File: config.mk
export PLATFORM = sky130hd
export DESIGN_NAME = pla_array
export DESIGN_NICKNAME = d
export VERILOG_FILES = /design/src/rtl/pla_pkg.sv /design/src/rtl/pla_element.sv /design/src/rtl/pla_bank.sv /design/src/rtl/pla_regs.sv /design/src/rtl/pla_array.sv
export SDC_FILE = /design/constraint.sdc
export NUM_CORES = 1
export LEC_CHECK = 0
export ABC_AREA = 1
export ABC_CLOCK_PERIOD_IN_PS = 2300
export CAP_MARGIN = 5
export CORE_AREA = 5 5 214 195
export DETAILED_ROUTE_END_ITERATION = 8
export DIE_AREA = 0 0 219 200
export PLACE_DENSITY_LB_ADDON = 0.3
export SETUP_SLACK_MARGIN = 0.3
export SYNTH_ARGS = -nofsm -noshare
export SYNTH_HDL_FRONTEND = slang
export SYNTH_HIERARCHICAL = 1
export SYNTH_SLANG_ARGS = --single-unit
File: constraint.sdc
create_clock -name clk -period 2.3 [get_ports clk]
set_input_delay 0.23 -clock clk [delete_from_list [all_inputs] [get_ports clk]]
set_output_delay 0.23 -clock clk [all_outputs]
set_load 0.005 [all_outputs]
File: src/rtl/pla_pkg.sv
// Shared constants, configuration layout and feedback index helpers for the
// two-bank logic fabric. Assumes banks of eight cells (two-bit route codes).
package pla_pkg;

    localparam int NUM_BANKS  = 2;
    localparam int BANK_SIZE  = 8;
    localparam int NUM_ELEM   = NUM_BANKS * BANK_SIZE;
    localparam int ELEM_W     = $clog2(NUM_ELEM);
    localparam int CLKSEL_W   = 3;
    localparam int NUM_CE     = 2 ** CLKSEL_W;
    localparam int NUM_IRQ    = 2;
    localparam int DATA_W     = 32;
    localparam int ADDR_W     = 5;
    localparam int CLK_STRIDE = 4;   // bit spacing of bank codes in clock word
    localparam int IRQ_STRIDE = 8;   // bit spacing of interrupt fields

    localparam int ADDR_CLKSEL = NUM_ELEM;
    localparam int ADDR_IRQ    = NUM_ELEM + 1;
    localparam int ADDR_ADC    = NUM_ELEM + 2;
    localparam int ADDR_DIN    = NUM_ELEM + 3;
    localparam int ADDR_DOUT   = NUM_ELEM + 4;

    // Per-cell configuration word, bit 10 down to bit 0.
    typedef struct packed {
        logic       use_ff;    // 1: output from flip-flop
        logic [3:0] lut;       // truth table, entry 2*A+B
        logic       a_pin;     // 1: operand A from pin
        logic       b_fb;      // 1: operand B from odd route
        logic [1:0] sel_odd;   // odd feedback route code
        logic [1:0] sel_even;  // even feedback route code
    } elem_cfg_t;

    localparam int CFG_W = $bits(elem_cfg_t);

    // Source cell of the even route for a cell and code.
    function automatic int even_src(int elem, logic [1:0] code);
        int bank;
        int base;
        bank = elem / BANK_SIZE;
        base = bank * BANK_SIZE;
        if (code == 2'd0) begin
            if (elem == base)
                return ((bank + NUM_BANKS - 1) % NUM_BANKS) * BANK_SIZE + BANK_SIZE - 1;
            return base;
        end
        return base + 2 * int'(code);
    endfunction

    // Source cell of the odd route for a cell and code.
    function automatic int odd_src(int elem, logic [1:0] code);
        return (elem / BANK_SIZE) * BANK_SIZE + 2 * int'(code) + 1;
    endfunction

endpackage

File: src/rtl/pla_element.sv
// One fabric cell: two operand selectors, a four-entry truth table and a
// flip-flop. Assumes feedback vector holds flip-flop states of all cells.
module pla_element
    import pla_pkg::*;
#(
    parameter int IDX = 0
) (
    input  logic                clk,
    input  logic                rst_n,
    input  logic                ce,
    input  elem_cfg_t           cfg,
    input  logic                pin,
    input  logic                din_bit,
    input  logic [NUM_ELEM-1:0] fb,
    output logic                out,
    output logic                q
);

    logic even_fb;
    logic odd_fb;
    logic op_a;
    logic op_b;
    logic lut_o;

    // Pick the two feedback routes from the flip-flop vector.
    always_comb begin
        even_fb = fb[ELEM_W'(even_src(IDX, cfg.sel_even))];
        odd_fb  = fb[ELEM_W'(odd_src(IDX, cfg.sel_odd))];
    end

    // Form the operands and look up the truth table.
    always_comb begin
        op_a  = cfg.a_pin ? pin : even_fb;
        op_b  = cfg.b_fb ? odd_fb : din_bit;
        lut_o = cfg.lut[{op_a, op_b}];
    end

    // Cell flip-flop, advanced only on enabled edges.
    always_ff @(posedge clk) begin
        if (!rst_n)
            q <= 1'b0;
        else if (ce)
            q <= lut_o;
    end

    // Output choice between registered and direct table result.
    always_comb begin
        out = cfg.use_ff ? q : lut_o;
    end

    AST_FF_CAPTURE: assert property (@(posedge clk) disable iff (!rst_n)
        ce |=> (q == $past(lut_o)));
    AST_FF_HOLD: assert property (@(posedge clk) disable iff (!rst_n)
        !ce |=> $stable(q));

endmodule

File: src/rtl/pla_bank.sv
// One bank of eight cells sharing a clock-enable selection.
// Assumes ce_src bit 0 is never consulted because code 0 is always enabled.
module pla_bank
    import pla_pkg::*;
#(
    parameter int BANK = 0
) (
    input  logic                          clk,
    input  logic                          rst_n,
    input  elem_cfg_t [BANK_SIZE-1:0]     cfg,
    input  logic      [CLKSEL_W-1:0]      clk_sel,
    input  logic      [NUM_CE-1:0]        ce_src,
    input  logic      [BANK_SIZE-1:0]     pin,
    input  logic      [BANK_SIZE-1:0]     din,
    input  logic      [NUM_ELEM-1:0]      fb,
    output logic      [BANK_SIZE-1:0]     out,
    output logic      [BANK_SIZE-1:0]     q
);

    logic bank_ce;

    // Bank enable: code 0 runs on every edge, others follow a source.
    always_comb begin
        bank_ce = (clk_sel == '0) | ce_src[clk_sel];
    end

    for (genvar e = 0; e < BANK_SIZE; e++) begin : g_elem
        pla_element #(
            .IDX (BANK * BANK_SIZE + e)
        ) u_elem (
            .clk     (clk),
            .rst_n   (rst_n),
            .ce      (bank_ce),
            .cfg     (cfg[e]),
            .pin     (pin[e]),
            .din_bit (din[e]),
            .fb      (fb),
            .out     (out[e]),
            .q       (q[e])
        );
    end

endmodule

File: src/rtl/pla_regs.sv
// Register file of the fabric: cell words, clock select, interrupt and
// conversion-start routing, software data and captured outputs.
// Assumes a single-cycle synchronous bus with combinational read data.
module pla_regs
    import pla_pkg::*;
(
    input  logic                                   clk,
    input  logic                                   rst_n,
    input  logic [ADDR_W-1:0]                      reg_addr,
    input  logic                                   reg_we,
    input  logic [DATA_W-1:0]                      reg_wdata,
    output logic [DATA_W-1:0]                      reg_rdata,
    input  logic [NUM_ELEM-1:0]                    elem_out,
    output elem_cfg_t [NUM_ELEM-1:0]               cfg,
    output logic [NUM_BANKS-1:0][CLKSEL_W-1:0]     clk_sel,
    output logic [NUM_IRQ-1:0][ELEM_W-1:0]         irq_src,
    output logic [NUM_IRQ-1:0]                     irq_en,
    output logic [ELEM_W-1:0]                      adc_src,
    output logic [NUM_ELEM-1:0]                    din
);

    logic [NUM_ELEM-1:0] dout_q;
    logic                hit_cfg;
    logic                unused_wdata;

    assign unused_wdata = ^reg_wdata[DATA_W-1:NUM_ELEM];

    // Decode whether the address names a cell configuration word.
    always_comb begin
        hit_cfg = (reg_addr < ADDR_W'(NUM_ELEM));
    end

    // Bus writes into the writable registers.
    always_ff @(posedge clk) begin
        if (!rst_n) begin
            cfg     <= '0;
            clk_sel <= '0;
            irq_src <= '0;
            irq_en  <= '0;
            adc_src <= '0;
            din     <= '0;
        end else if (reg_we) begin
            if (hit_cfg)
                cfg[reg_addr[ELEM_W-1:0]] <= reg_wdata[CFG_W-1:0];
            if (reg_addr == ADDR_W'(ADDR_CLKSEL))
                for (int b = 0; b < NUM_BANKS; b++)
                    clk_sel[b] <= reg_wdata[b*CLK_STRIDE +: CLKSEL_W];
            if (reg_addr == ADDR_W'(ADDR_IRQ))
                for (int i = 0; i < NUM_IRQ; i++) begin
                    irq_src[i] <= reg_wdata[i*IRQ_STRIDE +: ELEM_W];
                    irq_en[i]  <= reg_wdata[i*IRQ_STRIDE + IRQ_STRIDE - 1];
                end
            if (reg_addr == ADDR_W'(ADDR_ADC))
                adc_src <= reg_wdata[ELEM_W-1:0];
            if (reg_addr == ADDR_W'(ADDR_DIN))
                din <= reg_wdata[NUM_ELEM-1:0];
        end
    end

    // Capture all cell outputs on every edge.
    always_ff @(posedge clk) begin
        if (!rst_n)
            dout_q <= '0;
        else
            dout_q <= elem_out;
    end

    // Combinational read-back multiplexer.
    always_comb begin
        reg_rdata = '0;
        if (hit_cfg)
            reg_rdata[CFG_W-1:0] = cfg[reg_addr[ELEM_W-1:0]];
        else if (reg_addr == ADDR_W'(ADDR_CLKSEL))
            for (int b = 0; b < NUM_BANKS; b++)
                reg_rdata[b*CLK_STRIDE +: CLKSEL_W] = clk_sel[b];
        else if (reg_addr == ADDR_W'(ADDR_IRQ))
            for (int i = 0; i < NUM_IRQ; i++) begin
                reg_rdata[i*IRQ_STRIDE +: ELEM_W]           = irq_src[i];
                reg_rdata[i*IRQ_STRIDE + IRQ_STRIDE - 1]    = irq_en[i];
            end
        else if (reg_addr == ADDR_W'(ADDR_ADC))
            reg_rdata[ELEM_W-1:0] = adc_src;
        else if (reg_addr == ADDR_W'(ADDR_DIN))
            reg_rdata[NUM_ELEM-1:0] = din;
        else if (reg_addr == ADDR_W'(ADDR_DOUT))
            reg_rdata[NUM_ELEM-1:0] = dout_q;
    end

    AST_DIN_WRITE: assert property (@(posedge clk) disable iff (!rst_n)
        (reg_we && reg_addr == ADDR_W'(ADDR_DIN))
        |=> (din == $past(reg_wdata[NUM_ELEM-1:0])));
    AST_DOUT_TRACK: assert property (@(posedge clk) disable iff (!rst_n)
        rst_n |=> (dout_q == $past(elem_out)));

endmodule

File: src/rtl/pla_array.sv
// Top of the two-bank logic fabric: register file, two banks, and routing
// of cell outputs to pins, interrupt lines and the conversion-start line.
// Assumes all inputs are synchronous to clk.
module pla_array
    import pla_pkg::*;
(
    input  logic                 clk,
    input  logic                 rst_n,
    input  logic [ADDR_W-1:0]    reg_addr,
    input  logic                 reg_we,
    input  logic [DATA_W-1:0]    reg_wdata,
    output logic [DATA_W-1:0]    reg_rdata,
    input  logic [NUM_ELEM-1:0]  pin_in,
    input  logic [NUM_CE-1:0]    ce_src,
    output logic [NUM_ELEM-1:0]  pin_out,
    output logic [NUM_IRQ-1:0]   irq_out,
    output logic                 adc_start
);

    elem_cfg_t [NUM_ELEM-1:0]               cfg;
    logic [NUM_BANKS-1:0][CLKSEL_W-1:0]     clk_sel;
    logic [NUM_IRQ-1:0][ELEM_W-1:0]         irq_src;
    logic [NUM_IRQ-1:0]                     irq_en;
    logic [ELEM_W-1:0]                      adc_src;
    logic [NUM_ELEM-1:0]                    din;
    logic [NUM_ELEM-1:0]                    elem_out;
    logic [NUM_ELEM-1:0]                    elem_q;

    pla_regs u_regs (
        .clk       (clk),
        .rst_n     (rst_n),
        .reg_addr  (reg_addr),
        .reg_we    (reg_we),
        .reg_wdata (reg_wdata),
        .reg_rdata (reg_rdata),
        .elem_out  (elem_out),
        .cfg       (cfg),
        .clk_sel   (clk_sel),
        .irq_src   (irq_src),
        .irq_en    (irq_en),
        .adc_src   (adc_src),
        .din       (din)
    );

    for (genvar b = 0; b < NUM_BANKS; b++) begin : g_bank
        pla_bank #(
            .BANK (b)
        ) u_bank (
            .clk     (clk),
            .rst_n   (rst_n),
            .cfg     (cfg[b*BANK_SIZE +: BANK_SIZE]),
            .clk_sel (clk_sel[b]),
            .ce_src  (ce_src),
            .pin     (pin_in[b*BANK_SIZE +: BANK_SIZE]),
            .din     (din[b*BANK_SIZE +: BANK_SIZE]),
            .fb      (elem_q),
            .out     (elem_out[b*BANK_SIZE +: BANK_SIZE]),
            .q       (elem_q[b*BANK_SIZE +: BANK_SIZE])
        );
    end

    // Cell outputs drive the output pins one to one.
    always_comb begin
        pin_out = elem_out;
    end

    for (genvar i = 0; i < NUM_IRQ; i++) begin : g_irq
        // Gated level interrupt from the routed cell.
        always_comb begin
            irq_out[i] = irq_en[i] & elem_out[irq_src[i]];
        end
    end

    // Conversion-start follows the routed cell.
    always_comb begin
        adc_start = elem_out[adc_src];
    end

endmodule

### Word-level counts from Yosys, hierarchy flattened

Cells that the tools add are included.

* flip-flop bits (word level): 244
* bits of input ports: 64
* word-level logic and storage cells: 492

* add/sub/neg operators: 32
* magnitude comparators: 56
* equal/unequal tests: 5
* mux-type cells: 251
* bitwise logic cells: 4
* reduce and logical (&&, ||, !) cells: 24

Operators with widths (count)
* 4-bit by 6-bit less-than comparator with 1-bit output, second input constant: 32
* 176-bit bitwise mux: 1
* 1-bit 2-to-1 mux: 153
* 1-bit binary-select mux with 4-bit select: 35
* 4-bit 2-to-1 mux: 22
* 4-bit by 3-bit adder with 4-bit output, first input constant: 16
* 2-bit by 3-bit less-than comparator with 1-bit output, second input constant: 16
* 11-bit binary-select mux with 4-bit select: 1
* 11-bit demux with 4-bit select: 1
* 11-bit 2-to-1 mux: 3
* 3-bit 2-to-1 mux: 11
* 3-bit by 1-bit adder with 4-bit output, second input constant: 8
* 4-bit by 1-bit adder with 4-bit output, second input constant: 8
* 1-bit binary-select mux with 2-bit select: 16
* 2-bit zero test: 16
* 16-bit 2-to-1 mux: 2
* 5-bit equality test, second input constant: 5
* 4-bit by 5-bit less-than comparator with 1-bit output, second input constant: 4
* 12-bit 2-to-1 mux: 1
* 5-bit 2-to-1 mux: 2
* 2-bit AND reduction: 5
* 9-bit 2-to-1 mux: 1
* 3-bit by 4-bit less-than comparator with 1-bit output, second input constant: 2
* 1-bit binary-select mux with 3-bit select: 2
* other kinds (6): 9

### Longest topological paths before layout

* word-level depth: 15
* depth in mapped cells: 16
* gate-level depth less buffers: 16

### Cells and area by module

Netlist, hierarchy kept.

Modules (own cells, without submodules)
* pla_regs: times used 1, cells an instance 1602, area an instance 10528.8 sq um, sequential area each 4564.4 sq um
* pla_element at g_bank[0].u_bank.g_elem[1].u_elem ...: times used 14, cells an instance 50, area an instance 262.8 sq um, sequential area each 20.0 sq um
* pla_array: times used 1, cells an instance 116, area an instance 560.5 sq um, sequential area each 0.0 sq um
* pla_element at g_bank[0].u_bank.g_elem[0].u_elem ...: times used 2, cells an instance 52, area an instance 259.0 sq um, sequential area each 20.0 sq um
* pla_bank: times used 2, cells an instance 16, area an instance 70.1 sq um, sequential area each 0.0 sq um

### Least setup slack after synthesis

Ideal clock, no wire load.

* path type: reg-to-output
* start: reg g_bank[1].u_bank.g_elem[7].u_elem.q
* end: out irq_out[0]
* arrival time: 1.688 ns
* data required time: 2.070 ns
* path slack: 0.382 ns
* cell stages (with the launch flop): 17
* buffers on the path: 0
* path through: dfxtp_1 > clkinv_1 > nand2_1 > nand3_1 > nand2_1 > nand2_1 > nand3b_1 > nand3_2 > nand2_1 > nand2_1 > nand2_1 > inv_1 > nand2_2 > nand3_1 > nand3_1 > nand3_1 > a21oi_1

* word-level cells in the longest chain between the ends: 10
* elaborated cells between the ends (all ways): 179
* those cells by class: mux: 178; bitwise: 1

Ends and longest elaborated chain
* start, declared: RTL line pla_element.sv:16 `output logic q`
* start signal, assigned: RTL line pla_element.sv:43 `q <= lut_o;`
* 1-bit binary-select mux with 4-bit select, on equally long branches: RTL line pla_element.sv:28, pla_element.sv:27
* 1-bit 2-to-1 mux, on equally long branches (2 in series): RTL line pla_element.sv:28, pla_element.sv:27
* 1-bit 2-to-1 mux, on equally long branches: RTL line pla_element.sv:34, pla_element.sv:33
* 1-bit binary-select mux with 2-bit select *: RTL line pla_element.sv:35 `lut_o = cfg.lut[{op_a, op_b}];`
* 1-bit 2-to-1 mux (not written as such) *: RTL line pla_element.sv:35
* 1-bit 2-to-1 mux *: RTL line pla_element.sv:48 `out = cfg.use_ff ? q : lut_o;`
* via pin_out[10]: RTL line pla_array.sv:15 `output logic [NUM_ELEM-1:0] pin_out,`
* 1-bit binary-select mux with 4-bit select *: RTL line pla_array.sv:70 `irq_out[i] = irq_en[i] & elem_out[irq_src[i]];`
* 1-bit 2-to-1 mux (not written as such) *: RTL line pla_array.sv:70
* 1-bit AND *: RTL line pla_array.sv:70
* end, declared: RTL line pla_array.sv:16 `output logic [NUM_IRQ-1:0] irq_out,`

Mark *: on every way through the listed nets, which the timed path passes. The rest lies on a longest branch. The select of a mux whose other input is x is not followed.

### Final worst setup path

* start: reg g_bank[1].u_bank.g_elem[3].u_elem.q
* end: out irq_out[0]

* word-level cells in the longest chain between the ends: 10
* elaborated cells between the ends (all ways): 179
* those cells by class: mux: 178; bitwise: 1

Ends and longest elaborated chain (RTL line)
* start, declared: pla_element.sv:16
* start signal, assigned: pla_element.sv:43
* 1-bit binary-select mux with 4-bit select, on equally long branches: pla_element.sv:28, pla_element.sv:27
* 1-bit 2-to-1 mux, on equally long branches (2 in series): pla_element.sv:28, pla_element.sv:27
* 1-bit 2-to-1 mux, on equally long branches: pla_element.sv:34, pla_element.sv:33
* 1-bit binary-select mux with 2-bit select: pla_element.sv:35
* 1-bit 2-to-1 mux (not written as such): pla_element.sv:35
* 1-bit 2-to-1 mux: pla_element.sv:48
* 1-bit binary-select mux with 4-bit select *: pla_array.sv:70
* 1-bit 2-to-1 mux (not written as such) *: pla_array.sv:70
* 1-bit AND *: pla_array.sv:70

Mark *: on every way between the ends. The rest lies on a longest branch, timed or not. The select of a mux whose other input is x is not followed.

==> impl_metrics.tcl <==
set metrics [dict create \
    synthCells 2554 \
    synth_top_area_share_pct 31.7 \
    crit_required_ns 2.07 \
    rsz0062_at_grt "true" \
    max_slew_margin_pct 57.9 \
    drv_cap 0 \
    r2r_cells 23 \
    final-hold-violation-count 0 \
    layout_min_cycle_time_ns 2.81 \
    clkSinkCount 244 \
    stdcell_count 3497 \
    die_x_um 219 \
    drc 0 \
    synth_warnings 6 \
    arrival_ns 2.58 \
    yosysTopAreaCell "dfxtp_1" \
    antenna_found_initial 1 \
    fin_nets 3008 \
    crit_family "simple AND/OR/NAND/NOR gates" \
    antenna_cells 0 \
    synth_cell_types 33 \
    synth_edf_count 0 \
    max_clock_freq_mhz 355 \
    worstReg2RegEnd "g_bank[1].u_bank/g_elem[6].u_elem/q$_SDFFE_PN0P_" \
    route.vias.total 18600 \
    cpMostUsedCell "nand2_2" \
    drt-pass1-iter-count 6 \
    power.density_mw_per_mm2 468 \
    gp_congestion 0.975 \
    crit_start "g_bank[1].u_bank/g_elem[3].u_elem/q$_SDFFE_PN0P_" \
    syn_area_per_cell_um2 6.04 \
    final_common_cell "nand2_1" \
    min_period_over_period_pct 122 \
    track_usage_pct 28.6 \
    wirelength_mm 66.8 \
    worst_pin_slew_ns 0.632 \
    numCtsBuffers 28 \
    num_io_pins 115 \
    portBuffers 81 \
    slew_violations 0 \
    dp_cells 3323 \
    violations "negative setup slack" \
    status "finished with violations" \
    ant_nets 0 \
    die_area_mm2 0.0438 \
    core_area_mm2 0.0392 \
    row_count 69 \
    critPathMaxFanout 6 \
    yosysSeqAreaShare_pct 31.7 \
    syn_to_final_growth_pct 48.0 \
    nFillCells 3589 \
    yosys-top-cells-area "dfxtp_1 32%, nand2_1 20%, nand3_1 7.8%" \
    clock_skew_ns 0.0164 \
    setup_viol 22 \
    grt_pass1_vias 17500 \
    overflow 0 \
    cts_root_buf "clkbuf_16" \
    dpl.hpwl_mm 44.1 \
    p_leak_nw 9.97 \
    clock_path_buffers 3 \
    layout_setup_ws_ns -0.514 \
    path_class "reg -> out" \
    dieHeight_um 200 \
    mostFrequentLayoutCells "640 x nand2_1, 253 x buf_4, 228 x inv_1" \
    initial_utilization_pct 39.4 \
    syn_area_mm2 0.0154 \
    worst_setup_path_end_kind "output port" \
    routedWlPerCell_um 19.1 \
    reg2reg_slack_ns -0.44 \
    drive_gt1_share_pct 39.7 \
    grt_pass1_wl_mm 98.5 \
    synthArstFlopShare_pct 0 \
    cts_tree "built" \
    grt_max_degree 57 \
    path_clk_slew_ns 0.07 \
    path_depth 18 \
    synth-seq-cells 244 \
    max_stage_delay_ns 0.36 \
    synth_flop_cell "dfxtp_1" \
    cts_max_level 1 \
    p_total_mw 10.7 \
    clk_latency_ns 0.58 \
    rr_startpoint "g_bank[1].u_bank/g_elem[3].u_elem/q$_SDFFE_PN0P_" \
    drtIter0Drc 1978 \
    vdd.ir_drop.worst_mv 0.557 \
    via_per_inst 5.31 \
    cp_cell_sequence "buf_12, inv_4, nand2_2, nand3b_4, nand2_1, nand2_1, nand3b_1, nand3_2, nand2_2, nand2_2, nand2_2, inv_1, nand2_2, nand3_1, nand3_1, nand3_2, a21oi_2, buf_2" \
    crit_path_start_kind "register" \
    hold_class "in -> reg" \
    crit_buf_inv 4 \
    cp_slowest_cell "dfxtp_2" \
    critPathCapture "irq_out[0]" \
]
[worst min-delay path, delay by kind of cell]
kind | cells | cell delay [ns]
buffers and inverters | 1 | 0.28
AO/OA/AOI/OAI | 1 | 0.15
AND/OR/NAND/NOR | 1 | 0.05
[layout make-up]
cell class | count | area (um^2) | area share (%)
Clock buffer | 41 | 861 | 3.77
Clock inverter | 10 | 153 | 0.669
Inverter | 350 | 1370 | 6.02
Multi-Input combinational cell | 1825 | 9910 | 43.4
Sequential cell | 244 | 5060 | 22.2
Tap cell | 532 | 666 | 2.92
Timing Repair Buffer | 495 | 4800 | 21.0
[synth_stat cells, types with 3 or more instances]
| library cell | number |
|---|---|
| nand2_1 | 829 |
| inv_1 | 275 |
| dfxtp_1 | 244 |
| nand3_1 | 239 |
| o21ai_0 | 182 |
| nor2_1 | 181 |
| a21oi_1 | 151 |
| clkbuf_1 | 81 |
| nand3_2 | 61 |
| inv_2 | 53 |
| nand2_2 | 36 |
| buf_2 | 31 |
| buf_4 | 27 |
| nand3b_1 | 22 |
| clkinv_1 | 20 |
| nor2_2 | 17 |
| or2_2 | 17 |
| nand3b_2 | 16 |
| o21a_1 | 16 |
| o21ai_1 | 16 |
| nand4_1 | 10 |
| buf_1 | 5 |
| buf_6 | 5 |
| o211ai_1 | 5 |
| a22o_1 | 3 |
| nor3_4 | 3 |
[how the worst min path moves through the flow]
stage / startpoint / to / cells after the start
2_1_floorplan: reg_wdata[15] / u_regs/din[15]$_SDFFE_PN0P_ / 2
3_3_place_gp: u_regs/cfg[116]$_SDFFE_PN0P_ / u_regs/cfg[116]$_SDFFE_PN0P_ / 2
3_5_place_dp: u_regs/cfg[116]$_SDFFE_PN0P_ / u_regs/cfg[116]$_SDFFE_PN0P_ / 2
4_1_cts: rst_n / u_regs/dout_q[15]$_SDFF_PN0_ / 3
5_1_grt: rst_n / u_regs/cfg[152]$_SDFFE_PN0P_ / 3
6_report: rst_n / u_regs/cfg[152]$_SDFFE_PN0P_ / 3
[state kept, by name, indices dropped and copies added, names as in the netlist]
register,cells
g_bank.u_bank/g_elem.u_elem/q,16
u_regs/adc_src,4
u_regs/cfg,176
u_regs/clk_sel,6
u_regs/din,16
u_regs/dout_q,16
u_regs/irq_en,2
u_regs/irq_src,8
[per-layer routing]
metal | up-vias | track usage, % | routed length (um)
met5 | - | 0 | 12
met3 | 197 | 4.10 | 5900
met4 | 2 | 11.8 | 3200
met2 | 932 | 48.2 | 31400
li1 | 8784 | - | -
met1 | 8643 | 37.0 | 26300
[report_power, final]
group | leakage (nW) | switching (mW) | internal, mW
clock | 0.502 | 1.93 | 3.02
combinational | 7.45 | 0.862 | 0.555
sequential | 2.03 | 0.0566 | 4.26
[metrics by stage]
| stage | TNS [ns] | worst slack [ns] | cell area (um^2) | hold WS [ns] | utilization [%] |
|---|---|---|---|---|---|
| after floorplan | 0 | 0.382 | 15500 | 0.394 | - |
| after CTS | -4.91 | -0.519 | 21600 | 0.167 | 55.2 |
| after global routing | -8.01 | -0.678 | 22800 | 0.207 | 58.3 |
| after global placement | -7.03 | -0.391 | 18800 | 0.452 | 47.8 |
| final | -5.62 | -0.514 | 22800 | 0.182 | 58.3 |
| after detailed placement | -7.45 | -0.408 | 18800 | 0.457 | 47.8 |
[logic make-up (layout without fill, tap and decap cells)]
group	count (synthesis)	count (layout)	synth area share [%]
other cells	1	16	0.0243
simple gates	1435	1435	42.3
buf+inv	500	896	13.4
compound gates	374	374	12.6
flops	244	244	31.7
[timing repair]
item                       CTS  global route
hold buffers                 0             0
buffers inserted           100            19
pin swaps                  155           140
cloned                       3             1
setup endpoints to repair   35            40
gates resized for setup    553           344
No activity file was read; power rests on OpenSTA's default activity.
